**src/rtl/rpn_pkg.sv**
```systemverilog
package rpn_pkg;

  localparam logic [3:0] OPC_HALT  = 4'h0;
  localparam logic [3:0] OPC_PUSH  = 4'h1;
  localparam logic [3:0] OPC_LOAD  = 4'h2;
  localparam logic [3:0] OPC_STORE = 4'h3;
  localparam logic [3:0] OPC_ADD   = 4'h4;
  localparam logic [3:0] OPC_SUB   = 4'h5;
  localparam logic [3:0] OPC_RSUB  = 4'h6;
  localparam logic [3:0] OPC_MUL   = 4'h7;
  localparam logic [3:0] OPC_DIV   = 4'h8;
  localparam logic [3:0] OPC_RDIV  = 4'h9;
  localparam logic [3:0] OPC_AND   = 4'hA;
  localparam logic [3:0] OPC_OR    = 4'hB;
  localparam logic [3:0] OPC_CMP   = 4'hC;

  typedef enum logic [2:0] {
    ST_FETCH,
    ST_DECODE,
    ST_IWAIT,
    ST_IMM,
    ST_MWAIT,
    ST_MRD,
    ST_HALT
  } core_state_e;

  typedef struct packed {
    logic       halt;
    logic       push;
    logic       load;
    logic       store;
    logic       binop;
    logic       illegal;
    logic [1:0] need;     // entries that must be present
  } op_class_t;

endpackage

```
**src/rtl/rpn_decode.sv**
```systemverilog
module rpn_decode
  import rpn_pkg::*;
(
  input  logic [3:0] opc,
  output op_class_t  cls
);

  always_comb begin
    cls = '0;
    case (opc)
      OPC_HALT:  cls.halt = 1'b1;
      OPC_PUSH:  cls.push = 1'b1;
      OPC_LOAD: begin
        cls.load = 1'b1;
        cls.need = 2'd1;
      end
      OPC_STORE: begin
        cls.store = 1'b1;
        cls.need  = 2'd2;
      end
      OPC_ADD, OPC_SUB, OPC_RSUB, OPC_MUL, OPC_DIV,
      OPC_RDIV, OPC_AND, OPC_OR, OPC_CMP: begin
        cls.binop = 1'b1;
        cls.need  = 2'd2;
      end
      default:   cls.illegal = 1'b1;
    endcase
  end

endmodule

```
**src/rtl/rpn_alu.sv**
```systemverilog
module rpn_alu
  import rpn_pkg::*;
#(
  parameter int W = 16
) (
  input  logic [3:0]   op,
  input  logic [W-1:0] lower,
  input  logic [W-1:0] upper,
  output logic [W-1:0] res,
  output logic         div_zero
);

  logic         swap;
  logic [W-1:0] lhs;
  logic [W-1:0] rhs;

  // reversed forms exchange the operands ahead of one shared datapath
  assign swap = (op == OPC_RSUB) || (op == OPC_RDIV);
  assign lhs  = swap ? upper : lower;
  assign rhs  = swap ? lower : upper;

  always_comb begin
    res      = '0;
    div_zero = 1'b0;
    case (op)
      OPC_ADD:            res = lhs + rhs;
      OPC_SUB, OPC_RSUB:  res = lhs - rhs;
      OPC_MUL:            res = lhs * rhs;
      OPC_DIV, OPC_RDIV: begin
        if (rhs == '0) begin
          res      = '1;
          div_zero = 1'b1;
        end else begin
          res = lhs / rhs;
        end
      end
      OPC_AND:            res = lhs & rhs;
      OPC_OR:             res = lhs | rhs;
      OPC_CMP:            res = {{(W-1){1'b0}}, (lhs == rhs)};
      default:            res = '0;
    endcase
  end

endmodule

```
**src/rtl/rpn_stack.sv**
```systemverilog
module rpn_stack #(
  parameter int DEPTH = 16,
  parameter int W     = 16,
  localparam int IDX_W = $clog2(DEPTH)
) (
  input  logic             clk,
  input  logic             we,
  input  logic [IDX_W-1:0] waddr,
  input  logic [W-1:0]     wdata,
  input  logic [IDX_W-1:0] raddr_top,
  input  logic [IDX_W-1:0] raddr_sec,
  output logic [W-1:0]     rdata_top,
  output logic [W-1:0]     rdata_sec
);

  // one write port, two asynchronous read ports: maps onto distributed RAM
  logic [W-1:0] mem [DEPTH];

  always_ff @(posedge clk) begin
    if (we) mem[waddr] <= wdata;
  end

  assign rdata_top = mem[raddr_top];
  assign rdata_sec = mem[raddr_sec];

endmodule

```
**src/rtl/rpn_core.sv**
```systemverilog
module rpn_core
  import rpn_pkg::*;
#(
  parameter int DATA_W      = 16,
  parameter int STACK_DEPTH = 16,
  parameter int PC_W        = 8,
  parameter int DADDR_W     = 8
) (
  input  logic               clk,
  input  logic               rst,
  output logic [PC_W-1:0]    imem_addr,
  input  logic [DATA_W-1:0]  imem_rdata,
  output logic               dmem_en,
  output logic               dmem_we,
  output logic [DADDR_W-1:0] dmem_addr,
  output logic [DATA_W-1:0]  dmem_wdata,
  input  logic [DATA_W-1:0]  dmem_rdata,
  output logic               halted,
  output logic               error
);

  localparam int IDX_W = $clog2(STACK_DEPTH);
  localparam int CNT_W = $clog2(STACK_DEPTH + 1);
  localparam logic [CNT_W-1:0] CNT_FULL = CNT_W'(STACK_DEPTH);

  core_state_e      st;
  logic [PC_W-1:0]  pc;
  logic [CNT_W-1:0] cnt;
  logic [CNT_W-1:0] cnt_m1;
  logic [CNT_W-1:0] cnt_m2;
  logic [IDX_W-1:0] idx_top;
  logic [IDX_W-1:0] idx_sec;

  op_class_t        cls;
  logic             depth_ok;
  logic             fault;

  logic             stk_we;
  logic [IDX_W-1:0] stk_waddr;
  logic [DATA_W-1:0] stk_wdata;
  logic [DATA_W-1:0] top_w;
  logic [DATA_W-1:0] sec_w;

  logic [DATA_W-1:0] alu_res;
  logic              alu_dz;

  assign imem_addr = pc;
  assign cnt_m1    = cnt - CNT_W'(1);
  assign cnt_m2    = cnt - CNT_W'(2);
  assign idx_top   = cnt_m1[IDX_W-1:0];
  assign idx_sec   = cnt_m2[IDX_W-1:0];

  rpn_decode u_dec (
    .opc (imem_rdata[3:0]),
    .cls (cls)
  );

  rpn_stack #(.DEPTH(STACK_DEPTH), .W(DATA_W)) u_stk (
    .clk       (clk),
    .we        (stk_we),
    .waddr     (stk_waddr),
    .wdata     (stk_wdata),
    .raddr_top (idx_top),
    .raddr_sec (idx_sec),
    .rdata_top (top_w),
    .rdata_sec (sec_w)
  );

  rpn_alu #(.W(DATA_W)) u_alu (
    .op       (imem_rdata[3:0]),
    .lower    (sec_w),
    .upper    (top_w),
    .res      (alu_res),
    .div_zero (alu_dz)
  );

  // depth checks for the instruction being decoded
  assign depth_ok = (cnt >= CNT_W'(cls.need)) && !(cls.push && (cnt == CNT_FULL));
  assign fault    = cls.illegal || !depth_ok;

  always_comb begin
    stk_we    = 1'b0;
    stk_waddr = idx_top;
    stk_wdata = alu_res;
    case (st)
      ST_DECODE: begin
        if (cls.binop && !fault) begin
          stk_we    = 1'b1;
          stk_waddr = idx_sec;
          stk_wdata = alu_res;
        end
      end
      ST_IMM: begin
        stk_we    = 1'b1;
        stk_waddr = cnt[IDX_W-1:0];
        stk_wdata = imem_rdata;
      end
      ST_MRD: begin
        stk_we    = 1'b1;
        stk_waddr = idx_top;
        stk_wdata = dmem_rdata;
      end
      default: ;
    endcase
  end

  always_ff @(posedge clk) begin
    if (rst) begin
      st         <= ST_FETCH;
      pc         <= '0;
      cnt        <= '0;
      halted     <= 1'b0;
      error      <= 1'b0;
      dmem_en    <= 1'b0;
      dmem_we    <= 1'b0;
      dmem_addr  <= '0;
      dmem_wdata <= '0;
    end else begin
      dmem_en <= 1'b0;
      dmem_we <= 1'b0;
      case (st)
        ST_FETCH: st <= ST_DECODE;
        ST_DECODE: begin
          if (cls.halt || fault) begin
            halted <= 1'b1;
            if (fault) error <= 1'b1;
            st <= ST_HALT;
          end else begin
            pc <= pc + PC_W'(1);
            if (cls.push) begin
              st <= ST_IWAIT;
            end else if (cls.load) begin
              dmem_en   <= 1'b1;
              dmem_addr <= top_w[DADDR_W-1:0];
              st        <= ST_MWAIT;
            end else if (cls.store) begin
              dmem_en    <= 1'b1;
              dmem_we    <= 1'b1;
              dmem_addr  <= sec_w[DADDR_W-1:0];
              dmem_wdata <= top_w;
              cnt        <= cnt_m2;
              st         <= ST_FETCH;
            end else begin
              cnt <= cnt_m1;
              if (alu_dz) error <= 1'b1;
              st <= ST_FETCH;
            end
          end
        end
        ST_IWAIT: st <= ST_IMM;
        ST_IMM: begin
          cnt <= cnt + CNT_W'(1);
          pc  <= pc + PC_W'(1);
          st  <= ST_FETCH;
        end
        ST_MWAIT: st <= ST_MRD;
        ST_MRD:   st <= ST_FETCH;
        default:  st <= ST_HALT;
      endcase
    end
  end

  // ---------------- assertions ----------------
  p_cnt_bound_r9: assert property (@(posedge clk) disable iff (rst)
    cnt <= CNT_FULL);

  p_push_grow_r2: assert property (@(posedge clk) disable iff (rst)
    (st == ST_IMM) |=> (cnt == $past(cnt) + CNT_W'(1)));

  p_load_keep_r3: assert property (@(posedge clk) disable iff (rst)
    (st == ST_MRD) |=> $stable(cnt));

  p_store_shrink_r4: assert property (@(posedge clk) disable iff (rst)
    (st == ST_DECODE && cls.store && !fault) |=>
      (dmem_we && dmem_en && cnt == $past(cnt) - CNT_W'(2)));

  p_we_has_en_r4: assert property (@(posedge clk) disable iff (rst)
    dmem_we |-> dmem_en);

  p_binop_shrink_r5: assert property (@(posedge clk) disable iff (rst)
    (st == ST_DECODE && cls.binop && !fault) |=> (cnt == $past(cnt) - CNT_W'(1)));

  p_halt_sticky_r11: assert property (@(posedge clk) disable iff (rst)
    halted |=> halted);

  p_err_sticky_r11: assert property (@(posedge clk) disable iff (rst)
    error |=> error);

  p_halt_quiet_r11: assert property (@(posedge clk) disable iff (rst)
    halted |-> !dmem_en);

endmodule

```
**config.mk**
```make
export PLATFORM = sky130hd
export DESIGN_NAME = rpn_core
export DESIGN_NICKNAME = d
export VERILOG_FILES = /design/src/rtl/rpn_pkg.sv /design/src/rtl/rpn_decode.sv /design/src/rtl/rpn_alu.sv /design/src/rtl/rpn_stack.sv /design/src/rtl/rpn_core.sv
export SDC_FILE = /design/constraint.sdc
export NUM_CORES = 1
export LEC_CHECK = 0
export BUFFER_PORTS_ARGS = -buffer_cell sky130_fd_sc_hd__buf_4
export CAP_MARGIN = 30
export CORE_MARGIN = 2
export CORE_UTILIZATION = 65
export CTS_BUF_LIST = sky130_fd_sc_hd__clkbuf_4
export DETAILED_ROUTE_END_ITERATION = 10
export GPL_TIMING_DRIVEN = 0
export MAX_ROUTING_LAYER = met4
export PLACE_DENSITY_LB_ADDON = 0.15
export SLEW_MARGIN = 5
export SYNTH_ARGS = -nofsm -noshare
export SYNTH_HDL_FRONTEND = slang
export SYNTH_HIERARCHICAL = 1
export SYNTH_SLANG_ARGS = --single-unit
```
**constraint.sdc**
```tcl
create_clock -name clk -period 36.9 [get_ports clk]
set_input_delay 3.69 -clock clk [delete_from_list [all_inputs] [get_ports clk]]
set_output_delay 3.69 -clock clk [all_outputs]
set_load 0.1 [all_outputs]
```
* After elaboration in Yosys (flattened, before gate mapping)
Memory sizes are Yosys's and may differ from the RTL's.
Index checks and enable logic that the tools add are counted.
** Operators by class
- Div/mod/pow operators :: 1
- Reductions and logical operators :: 29
- Multipliers :: 1
- Add/subtract/negate cells :: 6
- Equal/unequal tests :: 26
- Magnitude comparators :: 1
- Bitwise gates (word level) :: 6
- Muxes and demuxes :: 41
** Operators with widths (number)
- case mux 16 bit (7 select lines) :: 1
- two-way mux 16 bit :: 3
- case mux 16 bit (2 select lines) :: 1
- two-way mux 8 bit :: 3
- equality test 4 bit, second input constant :: 5
- two-way mux 5 bit :: 4
- two-way mux 1 bit :: 19
- adder 16 bit :: 1
- bitwise AND 16 bit :: 1
- divider 16 x 16 -> 16 bit :: 1
- equality test 16 bit :: 1
- equality test 4 x 3 -> 1 bit, second input constant :: 4
- zero test 16 bit :: 1
- multiplier 16 x 16 -> 16 bit :: 1
- OR 16 bit :: 1
- case mux 8 bit (2 select lines) :: 1
- subtractor 16 bit :: 1
- case mux 3 bit (5 select lines) :: 1
- OR reduction 13 bit :: 1
- case mux 5 bit (2 select lines) :: 1
- OR reduction 10 bit :: 1
- two-way mux 3 bit :: 3
- OR reduction 9 bit :: 1
- adder 8 x 1 -> 8 bit, second input constant :: 1
- 30 further kinds :: 53
** Word-level totals
- Output and inout bits :: 36
- Bits in registers :: 44
- Memory bits (writable) :: 256
- Memories kept :: 1
- Word-level logic and storage cells :: 121
** Memories
- u_stk.mem :: depth 16, width 16, read ports 2, clocked after Yosys merged registers in 0, wr ports 1, line rpn_stack.sv:17 : logic [W-1:0] mem [DEPTH];

* Longest topological paths before layout
- Depth in word-level cells :: 13
- Gate-level depth with buffers :: 161
- Gate-level depth less buffers :: 148

* Hierarchy
Netlist, hierarchy kept.
** By module, submodules not included
- rpn_alu :: area each 13898.3 µm², times used 1, seq. area each 0.0 µm², cells each 1914
- rpn_stack :: area each 11695.0 µm², times used 1, seq. area each 7687.4 µm², cells each 553
- rpn_core :: area each 2522.4 µm², times used 1, seq. area each 880.8 µm², cells each 299
- rpn_decode :: area each 163.9 µm², times used 1, seq. area each 0.0 µm², cells each 20

* Least setup slack after synthesis
OpenSTA, ideal clock, no wires.
- Path kind :: input-to-reg
- From :: input imem_rdata[2]
- To :: memory u_stk.mem[0][0] (data pin)
- Arrival time :: 32636 ps
- Path buffers :: 13
- Stages :: 143
- Path slack :: 3943 ps
- Data required time :: 36580 ps
- Cell sequence :: and4bb_1 buf_4 nor2_1 a21o_1 clkbuf_1 clkinv_1 ha_1 a21oi_1 a21oi_1 ha_1 o21a_1 or2_2 nand4_1 or4_1 o21a_1 ha_1 o21a_1 o21ai_0 [... 107 more ...] o21ai_0 nand3b_1 nand2_1 clkbuf_1 mux2_2 ha_1 a21o_1 a21o_1 a21oi_1 nor2b_1 o21ai_0 nand2b_1 a21oi_1 nor2b_1 o21ai_0 nand4_1 nand2_1 nand2_1
** On the way
- Longest elaborated chain between the ends :: 7
- Elaborated cells between the ends (all ways) :: 25
- Those cells by class :: add/sub (2); mul (1); div (1); eq/ne (10); mux (5); bitwise (2); reduce/logical (4)
** Ends and longest elaborated chain
- start, declared :: line rpn_core.sv:12 : input logic [DATA_W-1:0] imem_rdata,
- equality test 4 x 3 -> 1 bit / equality test 4 bit (equally long branches) :: line rpn_alu.sv:18, rpn_alu.sv:25
- logical OR 1 bit :: line rpn_alu.sv:18 : assign swap = (op == OPC_RSUB) || (op == OPC_RDIV);
- two-way mux 16 bit, on equally long branches :: line rpn_alu.sv:19, rpn_alu.sv:20
- divider 16 x 16 -> 16 bit / zero test 16 bit (equally long branches) :: line rpn_alu.sv:34, rpn_alu.sv:30
- two-way mux 16 bit :: line rpn_alu.sv:30 : if (rhs == '0) begin
- case mux 16 bit (7 select lines) * :: line rpn_alu.sv:25 : case (op)
- via alu_res[0] :: line rpn_core.sv:44 : logic [DATA_W-1:0] alu_res;
- case mux 16 bit (2 select lines) * :: line rpn_core.sv:85 : case (st)
- via stk_wdata[0] :: line rpn_core.sv:40 : logic [DATA_W-1:0] stk_wdata;
- end, declared :: line rpn_stack.sv:17
Mark *: on every way through the listed nets, which the timed path passes. The rest lies on a longest branch.

* Final worst setup path
- From :: input imem_rdata[3]
- To :: memory u_stk.mem[9][0] (data pin)
The elaborated chain is that of the path after synthesis.

==> reports/metrics.csv <==
stage,metric,value,unit
global_routing,first-pass GRT wire length,149000,µm
routing,DRC viols,0,
worst_setup_path,CP endpoint kind,flop,
synth,mapped cell area,28300,µm²
cells_and_area,"Core Util, Final",0.728,
global_routing,largest net degree at the start of global routing,25,
clock_network,CTS tree,built,
cells_and_area,nets@finish,3320,
synth,post-synthesis sequential area ratio,0.303,
placement,RD Place Congestion,1.05,
routing,via count,25800,
placement,port bufs,69,
sta,crit path time final,35.72,ns
cells_and_area,layout cells sized above 1,0.193,
worst_setup_path,Bufs and invs on worst path,13,
global_routing,gr ovfl total,0,
clock_network,"Clk pin slew, worst setup/hold paths",0.08,ns
global_routing,vias in the first global route,25200,
floorplanning,row cnt,76,
routing,Initial DRC Count,3292,
routing,post-DR vias/cell,7.16,
cells_and_area,Syn-to-layout area delta,10.7,%
clock_network,Clock Tree Buf Depth,3,
synth,"Net Count, Synth",3138,
job,Max-cap violations,0,
clock_network,htree depth,3,
routing,routed wire length,99700,µm
sta,Final Hold Viols,0,
routing,number of routed nets with antenna violations,0,
sta,Setup-failing EPs final,0,
synth,Yosys warning count,6,
synth,Mapped Cells,2786,
floorplanning,Starting Density,0.658,
clock_network,CTS root buffer,clkbuf_4,
floorplanning,core area,43000,µm²
floorplanning,die area,45200,µm²
worst_setup_path,"Arr. time, crit path",36.07,ns
synth,Synth Register Bits,300,
routing,First-pass DRT Iterations,8,
worst_setup_path,cell family with most CP delay,compound AO/OA/AOI/OAI gates,
global_routing,initial antenna violation count,1,
worst_setup_path,slowest cell delay on critical path,0.72,ns
floorplanning,Die Height,213,µm
synth,Synth async-reset ratio,0,
worst_setup_path,crit path kind,primary input to flop,
sta,max-slew violations,0,
global_routing,GRT Util Overall,0.456,
worst_setup_path,Crit-path slowest cell,a31oi_1,
worst_setup_path,Worst path most repeated cell,ha_1,
synth,syn avg cell area,10.2,µm²
clock_network,Skew-Pair Late Insertion Delay,0.74,ns
sta,Setup TNS,0,ns
sta,Final Cycle Share,0.968,
worst_setup_path,crit-path max FO,16,
sta,Post-Route Skew,0.0600,ns
floorplanning,Die Wd,213,µm
floorplanning,num ports,70,
sta,actual slew at the worst max-slew pin,1.07,ns
run_status,status,finished clean,
clock_network,CTS sink count,300,
worst_setup_path,Startpoint Class,primary input,
routing,routed len/inst,27.7,µm
clock_network,number of CTS-inserted buffers,67,
min_path,worst hold path class,flop to flop,
sta,Rel. slew slack,0.288,
synth,Synth Flop Type,edfxtp_1,
placement,dpl hpwl,74900,µm
sta,fmax,28.0,MHz
synth,post-synthesis cell type count,123,
synth,"EDFF count, synth",256,
worst_setup_path,WP data required,37.25,ns
logic make-up (layout without fill, tap and decap cells):
| group | count (synthesis) | in the layout | synth area share |
|---|---|---|---|
| compound gates | 652 | 652 | 0.163 |
| xor+xnor | 116 | 116 | 0.0359 |
| fa+ha+maj | 318 | 318 | 0.162 |
| buf+inv | 349 | 576 | 0.0550 |
| flops | 300 | 300 | 0.303 |
| mux | 202 | 202 | 0.133 |
| other cells | 0 | 1 | 0 |
| simple gates | 849 | 849 | 0.148 |
tightest hold or removal path, stage by stage (launching register included):
cell and delay [ns]:
dfxtp_1 0.31, inv_1 0.05, a21oi_1 0.05
area by class of cell:
cell class,instances,area (µm²)
inverters,214,813
repair buffers,119,1020
flip-flops and latches,300,8570
plain buffers,129,764
clock inverters,22,145
multi-input cells,2137,18600
clock buffers,92,691
fillers,3025,11700
well taps,585,732
diodes,1,2.50
layout by cell type (no fill, tap or decap), types with 30 or more instances in the layout:
cell type | netlist | routed
ha_1 | 237 | 237
nand2b_1 | 31 | 30
o21ai_0 | 95 | 92
nor2b_1 | 44 | 44
xor2_1 | 41 | 41
clkbuf_4 | 2 | 105
mux2_2 | 36 | 36
dfxtp_1 | 44 | 44
nand3_1 | 42 | 40
nor3_1 | 63 | 56
a22oi_1 | 98 | 96
mux2i_1 | 36 | 36
mux4_2 | 104 | 104
nor2_1 | 258 | 243
clkbuf_1 | 61 | 45
fa_1 | 81 | 81
buf_4 | 16 | 114
a21o_1 | 38 | 36
edfxtp_1 | 256 | 256
inv_1 | 203 | 203
a21oi_1 | 121 | 114
xnor2_1 | 75 | 75
nand2_1 | 228 | 223
final timing paths:
check	startpoint	endpoint	slack, ns	depth (start not counted)
worst min register to register	halted	halted	0.45	2
worst max-delay path	imem_rdata[3]	u_stk/mem[9][0]	1.18	135
worst min-delay path	halted	halted	0.45	2
worst max register to register	cnt[1]	u_stk/mem[9][0]	1.40	142
synth_stat cells (61+ instances only):
cell type / number / share of area
nor3_1: 63 / 0.011
nor2_1: 258 / 0.034
a22oi_1: 98 / 0.026
xnor2_1: 75 / 0.023
a21oi_1: 121 / 0.021
inv_1: 203 / 0.027
o21ai_0: 95 / 0.017
edfxtp_1: 256 / 0.27
nand2_1: 228 / 0.030
fa_1: 81 / 0.057
ha_1: 237 / 0.10
mux4_2: 104 / 0.083
clkbuf_1: 61 / 0.0081
flip-flops by register name (all words and copies together), names as in the netlist:
| name | count |
|---|---|
| u_stk/mem | 256 |
| imem_addr | 8 |
| error | 1 |
| dmem_en | 1 |
| dmem_wdata | 16 |
| halted | 1 |
| dmem_we | 1 |
| dmem_addr | 8 |
| st | 3 |
| cnt | 5 |
per-layer routing:
layer / vias up / global-route usage / part of all wire
li1: 10900 / - / -
met1: 12400 / 0.523 / 0.35
met3: 575 / 0.0873 / 0.10
met2: 1885 / 0.719 / 0.46
met5: - / - / 0
met4: 0 / 0.333 / 0.092
repair_timing:
action | CTS | global route
gates cloned | 0 | 0
resized for setup | 44 | 61
hold buffers | 0 | 0
setup endpoints to repair | 48 | 32
buffers inserted | 4 | 13
pin swaps | 3 | 11
per-stage QoR:
step                cells  cell area (µm²)  worst slack, ns  hold WS (ns)
finish               3599            31300             1.18         0.450
global route         3599            31300           -0.228         0.487
CTS                  3583            30900           0.0693         0.450
detailed placement   3468            29900            -5.81         0.440
global placement     3440            29500            -5.14         0.437
floorplan            2786            28300             3.94         0.439
Power is left out: the tool's default activity adds up to more than one toggle a clock period on the data nets, which glitch-free logic cannot reach.
